File: config.mk
export PLATFORM = sky130hd
export DESIGN_NAME = sync_chain_monitor
export DESIGN_NICKNAME = d
export VERILOG_FILES = /design/src/rtl/syncmon_pkg.sv /design/src/rtl/syncmon_ctrl.sv /design/src/rtl/syncmon_pair.sv /design/src/rtl/syncmon_err.sv /design/src/rtl/sync_chain_monitor.sv
export SDC_FILE = /design/constraint.sdc
export NUM_CORES = 1
export LEC_CHECK = 0
export BUFFER_PORTS_ARGS = -buffer_cell sky130_fd_sc_hd__buf_2
export CAP_MARGIN = 20
export CELL_PAD_IN_SITES_DETAIL_PLACEMENT = 0
export CELL_PAD_IN_SITES_GLOBAL_PLACEMENT = 1
export CORE_MARGIN = 2
export CORE_UTILIZATION = 36
export DETAILED_ROUTE_END_ITERATION = 8
export GPL_ROUTABILITY_DRIVEN = 0
export GPL_TIMING_DRIVEN = 0
export PLACE_DENSITY_LB_ADDON = 0.1
export SLEW_MARGIN = 15
export SYNTH_ARGS = -nofsm -noshare
export SYNTH_HDL_FRONTEND = slang
export SYNTH_HIERARCHICAL = 1
export SYNTH_SLANG_ARGS = --single-unit
File: constraint.sdc
create_clock -name clk -period 2.1 [get_ports clk]
set_clock_uncertainty 0.05 [all_clocks]
set_input_delay 0.21 -clock clk [delete_from_list [all_inputs] [get_ports clk]]
set_output_delay 0.21 -clock clk [all_outputs]
set_load 0.005 [all_outputs]
File: src/rtl/syncmon_pkg.sv
package syncmon_pkg;
  localparam int NPAIR  = 3;
  localparam int NLINE  = 2 * NPAIR;
  localparam int CTRL_W = 8;
  // control word fields whose positions other logic relies on
  localparam int MODE_BIT   = 7;
  localparam int IGN_TOP    = 6;  // bits 6..4, pair 0 first
  localparam int BYP_TOP    = 3;  // bits 3..1, pair 0 first
  localparam int LOAD_BIT   = 0;
  localparam logic [1:0] PAIR_IDLE = 2'b01;

  function automatic logic [NPAIR-1:0] ign_mask(input logic [CTRL_W-1:0] c);
    logic [NPAIR-1:0] m;
    for (int k = 0; k < NPAIR; k++) m[k] = c[IGN_TOP-k];
    return m;
  endfunction

  function automatic logic [NPAIR-1:0] byp_mask(input logic [CTRL_W-1:0] c);
    logic [NPAIR-1:0] m;
    for (int k = 0; k < NPAIR; k++) m[k] = c[BYP_TOP-k];
    return m;
  endfunction
endpackage

File: src/rtl/syncmon_ctrl.sv
module syncmon_ctrl
  import syncmon_pkg::*;
(
  input  logic              clk,
  input  logic              rst,
  input  logic              we,
  input  logic [CTRL_W-1:0] wdata,
  output logic [CTRL_W-1:0] ctrl_q
);
  always_ff @(posedge clk) begin
    if (rst)     ctrl_q <= '0;
    else if (we) ctrl_q <= wdata;
  end

  a_r10_ctrl_reset: assert property (@(posedge clk) rst |=> ctrl_q == '0);
endmodule

File: src/rtl/syncmon_pair.sv
module syncmon_pair
  import syncmon_pkg::*;
(
  input  logic       clk,
  input  logic       rst,
  input  logic       mon,
  input  logic       bypass,
  input  logic [1:0] line_in,
  output logic [1:0] line_out,
  output logic       lines_equal
);
  logic [1:0] nxt;

  always_comb begin
    if (bypass) begin
      nxt = line_in;
    end else begin
      nxt[0] = ~mon & line_in[0];  // active-low OR chain
      nxt[1] =  mon & line_in[1];  // AND chain
    end
  end

  assign lines_equal = (nxt[0] == nxt[1]);

  always_ff @(posedge clk) begin
    if (rst) line_out <= PAIR_IDLE;
    else     line_out <= nxt;
  end

  // a local pulse pulls the OR line low, its absence pulls the AND line low
  a_r1_or_line_low: assert property (@(posedge clk) disable iff (rst)
    (!bypass && mon) |=> line_out[0] == 1'b0);
  a_r2_and_line_low: assert property (@(posedge clk) disable iff (rst)
    (!bypass && !mon) |=> line_out[1] == 1'b0);
  a_r3_bypass_copy: assert property (@(posedge clk) disable iff (rst)
    bypass |=> line_out == $past(line_in));
  a_r10_idle_lines: assert property (@(posedge clk) rst |=> line_out == PAIR_IDLE);
endmodule

File: src/rtl/syncmon_err.sv
module syncmon_err
  import syncmon_pkg::*;
(
  input  logic              clk,
  input  logic              rst,
  input  logic [CTRL_W-1:0] ctrl_q,
  input  logic              we,
  input  logic [CTRL_W-1:0] wdata,
  input  logic [NPAIR-1:0]  pair_equal,
  output logic              err
);
  logic [NPAIR-1:0] ign;
  logic             cond;
  logic             transient;

  assign ign       = ign_mask(ctrl_q);
  assign cond      = |(pair_equal & ~ign);
  assign transient = we ? wdata[MODE_BIT] : ctrl_q[MODE_BIT];

  always_ff @(posedge clk) begin
    if (rst)                         err <= 1'b0;
    else if (we && !wdata[MODE_BIT]) err <= wdata[LOAD_BIT];
    else if (transient)              err <= cond;
    else                             err <= err | cond;
  end

  a_r6_sticky_hold: assert property (@(posedge clk) disable iff (rst)
    (err && !ctrl_q[MODE_BIT] && !we) |=> err);
  a_r8_write_load: assert property (@(posedge clk) disable iff (rst)
    (we && !wdata[MODE_BIT]) |=> err == $past(wdata[LOAD_BIT]));
  a_r7_transient_drop: assert property (@(posedge clk) disable iff (rst)
    (ctrl_q[MODE_BIT] && !we && (pair_equal & ~ign) == '0) |=> !err);
  a_r5_masked_quiet: assert property (@(posedge clk) disable iff (rst)
    (!err && !we && !ctrl_q[MODE_BIT] && (pair_equal & ~ign) == '0) |=> !err);
  a_r10_err_reset: assert property (@(posedge clk) rst |=> !err);
endmodule

File: src/rtl/sync_chain_monitor.sv
module sync_chain_monitor
  import syncmon_pkg::*;
(
  input  logic              clk,
  input  logic              rst,
  input  logic              ctrl_we,
  input  logic [CTRL_W-1:0] ctrl_wdata,
  input  logic              trig_mon,
  input  logic              wptr_mon,
  input  logic              dvalid_mon,
  input  logic [NLINE-1:0]  sync_in,
  output logic [NLINE-1:0]  sync_out,
  output logic              error
);
  logic [CTRL_W-1:0] ctrl_q;
  logic [NPAIR-1:0]  mon;
  logic [NPAIR-1:0]  byp;
  logic [NPAIR-1:0]  pair_equal;

  assign mon = {dvalid_mon, wptr_mon, trig_mon};
  assign byp = byp_mask(ctrl_q);

  syncmon_ctrl u_ctrl (
    .clk    (clk),
    .rst    (rst),
    .we     (ctrl_we),
    .wdata  (ctrl_wdata),
    .ctrl_q (ctrl_q)
  );

  for (genvar k = 0; k < NPAIR; k++) begin : g_pair
    syncmon_pair u_pair (
      .clk         (clk),
      .rst         (rst),
      .mon         (mon[k]),
      .bypass      (byp[k]),
      .line_in     (sync_in[2*k+1 -: 2]),
      .line_out    (sync_out[2*k+1 -: 2]),
      .lines_equal (pair_equal[k])
    );
  end

  syncmon_err u_err (
    .clk        (clk),
    .rst        (rst),
    .ctrl_q     (ctrl_q),
    .we         (ctrl_we),
    .wdata      (ctrl_wdata),
    .pair_equal (pair_equal),
    .err        (error)
  );
endmodule

==> results of run 1 <==
[final cells by class]
| type | count | area (sq um) | share of cell area |
|---|---|---|---|
| inverters | 2 | 7.507 | 0.009419 |
| flip-flops and latches | 14 | 280.3 | 0.3516 |
| repair buffers | 26 | 130.1 | 0.1633 |
| well taps | 16 | 20.02 | 0.02512 |
| plain buffers | 2 | 15.01 | 0.01884 |
| clock buffers | 4 | 36.28 | 0.04553 |
| multi-input cells | 38 | 307.8 | 0.3862 |
[flip-flops by register name, summed over array words and instances, names as in the netlist]
name and flops:
u_ctrl/ctrl_q 7, g_pair.u_pair/line_out 6, u_err/err 1
[worst reg2reg max path: cells and delay by family (launching register included)]
family / cells / cell delay, ps
AO/OA/AOI/OAI: 3 / 570
flip-flops: 1 / 370
AND/OR/NAND/NOR: 1 / 160
[cells in the final DEF (no fill, tap or decap), drive strengths merged]
cell type / count
buf: 28
nor2: 8
nand3: 3
a222oi: 1
dfxtp: 14
o221ai: 3
nor2b: 3
mux2i: 7
clkbuf: 4
a21o: 3
nor3b: 1
o21a: 3
a311oi: 1
nand2b: 5
inv: 2
[worst max path at each step]
stage,to,slack [ps],cells past startpoint
after floorplan,u_err/err,940,4
after global placement,u_err/err,840,4
after detailed placement,u_err/err,840,4
after CTS,u_err/err,820,4
after global routing,u_err/err,710,4
final,u_err/err,830,4
[routing by layer]
layer / vias to the layer above / part of all wire
li1: 258 / -
met4: 0 / 0
met5: - / 0
met2: 17 / 0.43
met3: 0 / 0.089
met1: 209 / 0.48
[power groups by stage]
stage	clock (mW)	combinational, mW	sequential [mW]
CTS	0.204	0.0929	0.289
detailed placement	0	0.0923	0.295
finish	0.192	0.0916	0.289
floorplan	0	0.0498	0.296
global placement	0	0.0920	0.295
global route	0.213	0.101	0.291
[stage by stage]
stage	cell area [sq um]	hold slack [ps]	worst slack, ps	total power [mW]
2_1_floorplan	610.6	224.3	943.9	0.3456
3_5_place_dp	760.7	403.4	840.6	0.3873
6_report	797.0	115.0	828.9	0.5723
4_1_cts	797.0	105.5	819.8	0.5852
5_1_grt	797.0	116.4	712.4	0.6055
3_3_place_gp	760.7	394.4	840.1	0.3869
==> run summary, run 1 <==
Status: complete, no violations
Leakage: 0.3843 nW
Clk buf depth: 2
CTS tree: built
Core Footprint: 1541 sq um
Busiest layer in global routing: met2
Mapped Area: 610.6 sq um
Largest net degree at the start of global routing: 9
Standard-cell rows: 14
Clock Latency Late Sink: 270 ps
Buf+Inv Stages, Crit Path: 0
Hold crit path type: input port to flip-flop
Crit path cell chain: nand2b_1, o221ai_2, a222oi_1, a311oi_1
Hold Buf Count CTS: 0
CTS resizes: 0
Critical path type: flip-flop to flip-flop
Avg WL per Cell: 11.19 um
Dpl hpwl: 891.2 um
Worst-path fanout max: 4
CTS Sinks: 14
M3 GR Usage: 0.02400
Diode count: 0
GRT Overall Usage: 0.1186
Layout cells sized above 1: 0.4651
Residual DRC: 0
Port bufs: 26
I/O Pins: 27
Filler instances: 153
Tcrit/Tclk final: 0.6053
Antenna-violating nets left: 0
HP Start: ctrl_wdata[4]
PwrDens: 718.0 nW/um^2
Die Area: 2042 sq um
Internal: 438.4 uW
Final nets: 107
Clock-pin slew on the worst setup and hold paths: 90 ps
Area Growth Syn to Fin: 30.53%
Syn_nets: 76
Worst EP required: 2210 ps
WP data arrival: 1380 ps
Starting Density: 0.3961
Chip Height: 45.19 um
Number of synthesis warnings: 6
Vias/cell: 4.745
Critical Path Start: u_ctrl/ctrl_q[3]
Final WL: 1141 um
DP Cell Count: 98
Vias in the first global route: 442
Clk root buf: clkbuf_4
Initial antenna violation count: 0
Clk pwr share: 0.336
Sequential share of power: 0.504
Met2 GRT Util: 0.1829
Hold EP: u_ctrl/ctrl_q[4]
CP top delay family: compound AO/OA/AOI/OAI gates
Syn avg cell area: 10.90 sq um
Number of slew-limit violations in the final report: 0
Switching power: 133.9 uW
Synthesized instance count: 56
RSZ-0062 raised after global routing: no
Die Width: 45.19 um
Met1 Track Usage GR: 0.1671
Worst Setup End Kind: flip-flop
DRT Pass-1 Iters: 4
Initial drt markers: 11
Critical Path Max Stage Delay: 370 ps
Congestion Overflow GR: 0
Global-route wire length before repair: 1745 um
Maximum VDD drop: 0.2916 mV
Logic pwr share: 0.160
Fin crit period: 1271 ps
Fmax: 0.7867 GHz
Crit-path slowest cell: dfxtp_1
CTS Buf Count: 3
Post-CTS Setup Inserts: 0
R2R setup slack: 830 ps
Switching share of power: 0.2340
Setup crit start kind: flip-flop
H-tree levels: 1
Hold path cells: 3
R2R depth: 4
Max-cap violations: 0
Routed vias: 484
Final Setup Violations: 0
Slew margin rel.: 0.8052
Reg2reg end: u_err/err
Slew @ Worst Pin: 292.2 ps
RR Startpoint: u_ctrl/ctrl_q[3]
TNS Setup: 0 ps
Count of final hold-check violations: 0
Final core utilization: 0.5170
Final Non-Filler Cells: 102
No activity file was read; power rests on OpenSTA's default activity.
==> run 2: changes to the inputs <==
--- a/config.mk
+++ b/config.mk
@@ -5,12 +5,13 @@
 export SDC_FILE = /design/constraint.sdc
 export NUM_CORES = 1
 export LEC_CHECK = 0
+export ABC_AREA = 1
 export BUFFER_PORTS_ARGS = -buffer_cell sky130_fd_sc_hd__buf_2
 export CAP_MARGIN = 20
 export CELL_PAD_IN_SITES_DETAIL_PLACEMENT = 0
 export CELL_PAD_IN_SITES_GLOBAL_PLACEMENT = 1
 export CORE_MARGIN = 2
-export CORE_UTILIZATION = 36
+export CORE_UTILIZATION = 31
 export DETAILED_ROUTE_END_ITERATION = 8
 export GPL_ROUTABILITY_DRIVEN = 0
 export GPL_TIMING_DRIVEN = 0
==> constraint.sdc (replaced) <==
create_clock -name clk -period 1.3 [get_ports clk]
set_clock_uncertainty 0.05 [all_clocks]
set_input_delay 0.13 -clock clk [delete_from_list [all_inputs] [get_ports clk]]
set_output_delay 0.13 -clock clk [all_outputs]
set_load 0.005 [all_outputs]
==> run summary, run 2 <==
RSZ-0062 raised after global routing: no (unchanged)
Core Footprint: 2148 sq um (was 1541 sq um)
Count of final hold-check violations: 0 (unchanged)
Dpl hpwl: 1061 um (was 891.2 um)
DRT Pass-1 Iters: 3 (was 4)
CTS resizes: 0 (unchanged)
Critical path type: flip-flop to flip-flop (unchanged)
Layout cells sized above 1: 0.2378 (was 0.4651)
Slew @ Worst Pin: 230.5 ps (was 292.2 ps)
Area Growth Syn to Fin: 29.38% (was 30.53%)
Final WL: 1332 um (was 1141 um)
Largest register FFs: 7 (unchanged)
Filler instances: 240 (was 153)
Starting Density: 0.3192 (was 0.3961)
Logic pwr share: 0.172 (was 0.160)
Sequential share of power: 0.495 (was 0.504)
Final Setup Violations: 0 (unchanged)
PnR worst setup slack: 197.7 ps (was 828.9 ps)
CTS Buf Count: 3 (unchanged)
Clk pwr share: 0.333 (was 0.336)
Worst-path fanout max: 4 (unchanged)
Avg WL per Cell: 7.789 um (was 11.19 um)
CTS Sinks: 14 (unchanged)
GRT Overall Usage: 0.1229 (was 0.1186)
Number of slew-limit violations in the final report: 0 (unchanged)
Clock Latency Late Sink: 280 ps (was 270 ps)
Standard-cell rows: 17 (was 14)
Top Registers: u_ctrl/ctrl_q (7), g_pair.u_pair/line_out (6), u_err/err (1) (unchanged)
Final nets: 164 (was 107)
Initial antenna violation count: 0 (unchanged)
WP data arrival: 1230 ps (was 1380 ps)
Diode count: 0 (unchanged)
I/O Pins: 27 (unchanged)
Syn avg cell area: 6.068 sq um (was 10.90 sq um)
Post-CTS Setup Inserts: 0 (unchanged)
HP Start: sync_in[0] (was ctrl_wdata[4])
Status: complete, no violations (unchanged)
Commonest non-fill, non-tap cells in the layout: nand2_1, inv_1, buf_2 (was buf_2, dfxtp_1, nor2_1)
Place WS: 211.5 ps (was 840.6 ps)
Commonest non-fill, non-tap cell in the layout: nand2_1 (was buf_2)
Hold Buf Count CTS: 0 (unchanged)
Max-cap violations: 0 (unchanged)
Congestion Overflow GR: 0 (unchanged)
Synthesized instance count: 113 (was 56)
Initial drt markers: 9 (was 11)
Hold EP: g_pair[0].u_pair/line_out[0] (was u_ctrl/ctrl_q[4])
Setup crit start kind: flip-flop (unchanged)
Die Width: 51.03 um (was 45.19 um)
Placed cell area: 850.8 sq um (was 760.7 sq um)
RR Startpoint: u_ctrl/ctrl_q[3] (unchanged)
Fin crit period: 1102 ps (was 1271 ps)
Hold path cells: 3 (unchanged)
Number of synthesis warnings: 6 (unchanged)
Final Non-Filler Cells: 171 (was 102)
Worst EP required: 1430 ps (was 2210 ps)
Reg2reg end: u_err/err (unchanged)
Clk buf depth: 2 (unchanged)
Fmax: 0.9072 GHz (was 0.7867 GHz)
Chip Height: 51.03 um (was 45.19 um)
Residual DRC: 0 (unchanged)
Clk root buf: clkbuf_4 (unchanged)
Vias/cell: 4.029 (was 4.745)
Antenna-violating nets left: 0 (unchanged)
Internal: 705.2 uW (was 438.4 uW)
Syn_nets: 133 (was 76)
Mapped Area: 685.7 sq um (was 610.6 sq um)
Hold crit path type: input port to flip-flop (unchanged)
CTS tree: built (unchanged)
Largest register by flop count: u_ctrl/ctrl_q (unchanged)
Port bufs: 26 (unchanged)
Worst hold slack: 21.63 ps (was 115.0 ps)
DP Cell Count: 167 (was 98)
R2R depth: 9 (was 4)
Vias in the first global route: 607 (was 442)
Switching power: 247.2 uW (was 133.9 uW)
Final core utilization: 0.4129 (was 0.5170)
Largest net degree at the start of global routing: 10 (was 9)
Switching share of power: 0.2596 (was 0.2340)
Global-route wire length before repair: 2325 um (was 1745 um)
TNS Setup: 0 ps (unchanged)
Final Power: 952.4 uW (was 572.3 uW)
Routed vias: 689 (was 484)
Leakage: 0.5427 nW (was 0.3843 nW)
PwrDens: 1074 nW/um^2 (was 718.0 nW/um^2)
Tcrit/Tclk final: 0.8479 (was 0.6053)
Slew margin rel.: 0.8462 (was 0.8052)
H-tree levels: 1 (unchanged)
Final Cell Area: 887.1 sq um (was 797.0 sq um)
Maximum VDD drop: 0.6244 mV (was 0.2916 mV)
R2R setup slack: 200 ps (was 830 ps)
Worst Setup End Kind: flip-flop (unchanged)
Clock-pin slew on the worst setup and hold paths: 90 ps (about the same)
Die Area: 2604 sq um (was 2042 sq um)
run 2: how the worst max path moves through the flow:
stage / from / endpoint / slack, ps / depth (start not counted)
4_1_cts: u_ctrl/ctrl_q[3] / u_err/err / 190 / 9
6_report: u_ctrl/ctrl_q[3] / u_err/err / 200 / 9
5_1_grt: u_ctrl/ctrl_q[2] / u_err/err / 60 / 9
3_5_place_dp: u_ctrl/ctrl_q[3] / u_err/err / 210 / 9
2_1_floorplan: u_ctrl/ctrl_q[1] / u_err/err / 310 / 9
3_3_place_gp: u_ctrl/ctrl_q[2] / u_err/err / 220 / 9
run 2: metal layers:
metal / routed length (um) / part of all wire / track usage
met1: 580 / 0.44 / 0.1306
met2: 657 / 0.49 / 0.2100
met3: 80 / 0.060 / 0.06140
met4: 13 / 0.0098 / 0.04054
met5: 0 / 0 / 0
run 2: final cells by class:
type | instances | area (sq um) | area share
clock buffer | 4 | 36.28 | 0.04090
inverter | 26 | 97.59 | 0.1100
sequential | 14 | 280.3 | 0.3159
multi-input combinational | 71 | 285.3 | 0.3216
tap | 28 | 35.03 | 0.03949
buffer | 2 | 22.52 | 0.02539
timing repair buffer | 26 | 130.1 | 0.1467
run 2: power groups by stage:
stage / logic, mW / clock network (mW) / registers, mW
after floorplan: 0.0970 / 0 / 0.483
after global placement: 0.163 / 0 / 0.482
after detailed placement: 0.167 / 0 / 0.482
after CTS: 0.168 / 0.335 / 0.472
after global routing: 0.193 / 0.350 / 0.475
final: 0.164 / 0.317 / 0.471
run 2: critical path: stages, from the launching register on:
cell and delay (ps):
dfxtp_1 380, inv_1 70, nand2_1 50, nand2_1 60
nand2_1 60, nand2_1 60, nand2_1 70, nand3_1 60
nor2_1 90, nor2_1 40
==> run 3: changes to the inputs <==
--- a/config.mk
+++ b/config.mk
@@ -11,7 +11,7 @@
 export CELL_PAD_IN_SITES_DETAIL_PLACEMENT = 0
 export CELL_PAD_IN_SITES_GLOBAL_PLACEMENT = 1
 export CORE_MARGIN = 2
-export CORE_UTILIZATION = 31
+export CORE_UTILIZATION = 28
 export DETAILED_ROUTE_END_ITERATION = 8
 export GPL_ROUTABILITY_DRIVEN = 0
 export GPL_TIMING_DRIVEN = 0
==> constraint.sdc (replaced) <==
create_clock -name clk -period 1 [get_ports clk]
set_clock_uncertainty 0.05 [all_clocks]
set_input_delay 0.1 -clock clk [delete_from_list [all_inputs] [get_ports clk]]
set_output_delay 0.1 -clock clk [all_outputs]
set_load 0.005 [all_outputs]
==> run summary, run 3 (synthesis gave the netlist of run 2 again) <==
Worst Setup End Kind: flip-flop (unchanged)
I/O Pins: 27 (unchanged)
Max-cap violations: 0 (unchanged)
Layout cells sized above 1: 0.3333 (was 0.2378)
Clock Latency Late Sink: 270 ps (was 280 ps)
Final Power: 1.171 mW (was 952.4 uW)
Top Registers: u_ctrl/ctrl_q (7), g_pair.u_pair/line_out (6), u_err/err (1) (unchanged)
Largest register by flop count: u_ctrl/ctrl_q (unchanged)
Largest register FFs: 7 (unchanged)
Standard-cell rows: 17 (unchanged)
CTS Buf Count: 3 (unchanged)
Leakage: 0.5624 nW (was 0.5427 nW)
WP data arrival: 1210 ps (was 1230 ps)
Final Non-Filler Cells: 175 (was 171)
Fin crit period: 1037 ps (was 1102 ps)
Port bufs: 26 (unchanged)
Crit-path slowest cell: dfxtp_4 (was dfxtp_1)
Residual DRC: 0 (unchanged)
Area Growth Syn to Fin: 36.50% (was 29.38%)
PnR worst setup slack: -37.14 ps (was 197.7 ps)
Tcrit/Tclk final: 1.037 (was 0.8479)
Antenna-violating nets left: 0 (unchanged)
Hold crit path type: input port to flip-flop (unchanged)
Worst hold slack: -10.94 ps (was 21.63 ps)
Largest net degree at the start of global routing: 10 (unchanged)
Core Footprint: 2255 sq um (was 2148 sq um)
Status: complete, but fails checks (was complete, no violations)
Critical path type: flip-flop to flip-flop (unchanged)
Dpl hpwl: 1110 um (was 1061 um)
Clk buf depth: 2 (unchanged)
Slew margin rel.: 0.8521 (was 0.8462)
CP top delay family: simple AND/OR/NAND/NOR gates (unchanged)
Starting Density: 0.3041 (was 0.3192)
Count of final hold-check violations: 1 (was 0)
Die Area: 2861 sq um (was 2604 sq um)
Diode count: 0 (unchanged)
Commonest non-fill, non-tap cells in the layout: nand2_1, buf_2, inv_1, nor2_1, dfxtp_1 (was nand2_1, inv_1, buf_2)
Initial antenna violation count: 0 (unchanged)
Maximum VDD drop: 0.5715 mV (was 0.6244 mV)
Setup crit start kind: flip-flop (unchanged)
H-tree levels: 1 (unchanged)
Final Setup Violations: 1 (was 0)
Fmax: 0.9642 GHz (was 0.9072 GHz)
Buf+Inv Stages, Crit Path: 0 (was 1)
Final nets: 169 (was 164)
Final core utilization: 0.4151 (was 0.4129)
CTS Sinks: 14 (unchanged)
GRT Overall Usage: 0.1263 (was 0.1229)
Routed vias: 708 (was 689)
Global-route wire length before repair: 2553 um (was 2325 um)
Number of slew-limit violations in the final report: 0 (unchanged)
DP Cell Count: 167 (unchanged)
Vias/cell: 4.046 (was 4.029)
Commonest non-fill, non-tap cell in the layout: nand2_1 (unchanged)
Initial drt markers: 8 (was 9)
CTS tree: built (unchanged)
Vias in the first global route: 630 (was 607)
Worst EP required: 1170 ps (was 1430 ps)
Clock-pin slew on the worst setup and hold paths: 80 ps (was 90 ps)
Die Width: 53.49 um (was 51.03 um)
Final WL: 1450 um (was 1332 um)
Clk root buf: clkbuf_4 (unchanged)
Worst-path fanout max: 4 (unchanged)
Most used cell, CP: nand2_1 (unchanged)
Failing checks: negative hold slack, negative setup slack
RSZ-0062 raised after global routing: yes (was no)
Chip Height: 53.49 um (was 51.03 um)
DRT Pass-1 Iters: 4 (was 3)
Critical Path Max Stage Delay: 360 ps (was 380 ps)
Congestion Overflow GR: 0 (unchanged)
PwrDens: 1251 nW/um^2 (was 1074 nW/um^2)
Avg WL per Cell: 8.286 um (was 7.789 um)
Slew @ Worst Pin: 221.5 ps (was 230.5 ps)
Crit path cell chain: o21ai_1, nand2_1, nand2_1, nand2_1, nand3_1, nor2_1, nor2_1 (was inv_1, nand2_1, nand2_1, nand2_1, nand2_1, nand2_1, nand3_1, nor2_1, nor2_1)
run 3: cell types whose count changed in the layout (fill, tap and decap cells not counted), sizes merged:
cell / delta
buf: +5
clkbuf: -1
run 3: power breakdown:
part | switching, mW | total [mW] | internal [mW]
Combinational | 0.122 | 0.243 | 0.120
Sequential | 0.0193 | 0.614 | 0.595
Clock | 0.175 | 0.314 | 0.139
run 3: final timing paths:
check | cells after the start | end | startpoint | slack (ps)
setup reg to reg | 7 | u_err/err | u_ctrl/ctrl_q[2] | -40
hold reg to reg | 2 | u_ctrl/ctrl_q[4] | u_ctrl/ctrl_q[4] | 430
setup / recovery | 7 | u_err/err | u_ctrl/ctrl_q[2] | -40
hold / removal | 3 | g_pair[2].u_pair/line_out[0] | sync_in[4] | -10
run 3: final cells by class:
type | instances | area [sq um]
clock buffers | 3 | 22.52
plain buffers | 2 | 22.52
well taps | 28 | 35.03
repair buffers | 31 | 171.4
flip-flops and latches | 14 | 289.0
inverters | 26 | 97.59
multi-input cells | 71 | 297.8
fillers | 279 | 1319
run 3: layer usage:
metal,vias up,part of all wire,GRT usage
met4,0,0.0090,0.02564
met2,16,0.50,0.2222
met1,299,0.43,0.1416
met3,2,0.058,0.05085
met5,-,0,0
li1,391,-,-
run 3: worst reg2reg max path, delay by kind of cell (launching register included):
family / cells / cell delay [ps]
flops: 1 / 360
simple gates: 6 / 380
compound gates: 1 / 180
run 3: stage by stage:
step | area (sq um) | setup slack (ps) | setup TNS, ps
detailed placement | 850.8 | -101.3 | -101.3
global placement | 850.8 | -87.78 | -87.78
CTS | 910.9 | -61.15 | -61.15
floorplan | 685.7 | 12.51 | 0
finish | 935.9 | -37.14 | -37.14
global route | 935.9 | -132.3 | -207.2
run 3: what timing repair did:
| item | in CTS | in global routing |
|---|---|---|
| setup buffers | 4 | 1 |
| endpoints found under the hold margin | 2 | 1 |
| gates resized for setup | 6 | 8 |
| pin swaps | 6 | 8 |
| setup endpoints to repair | 1 | 2 |
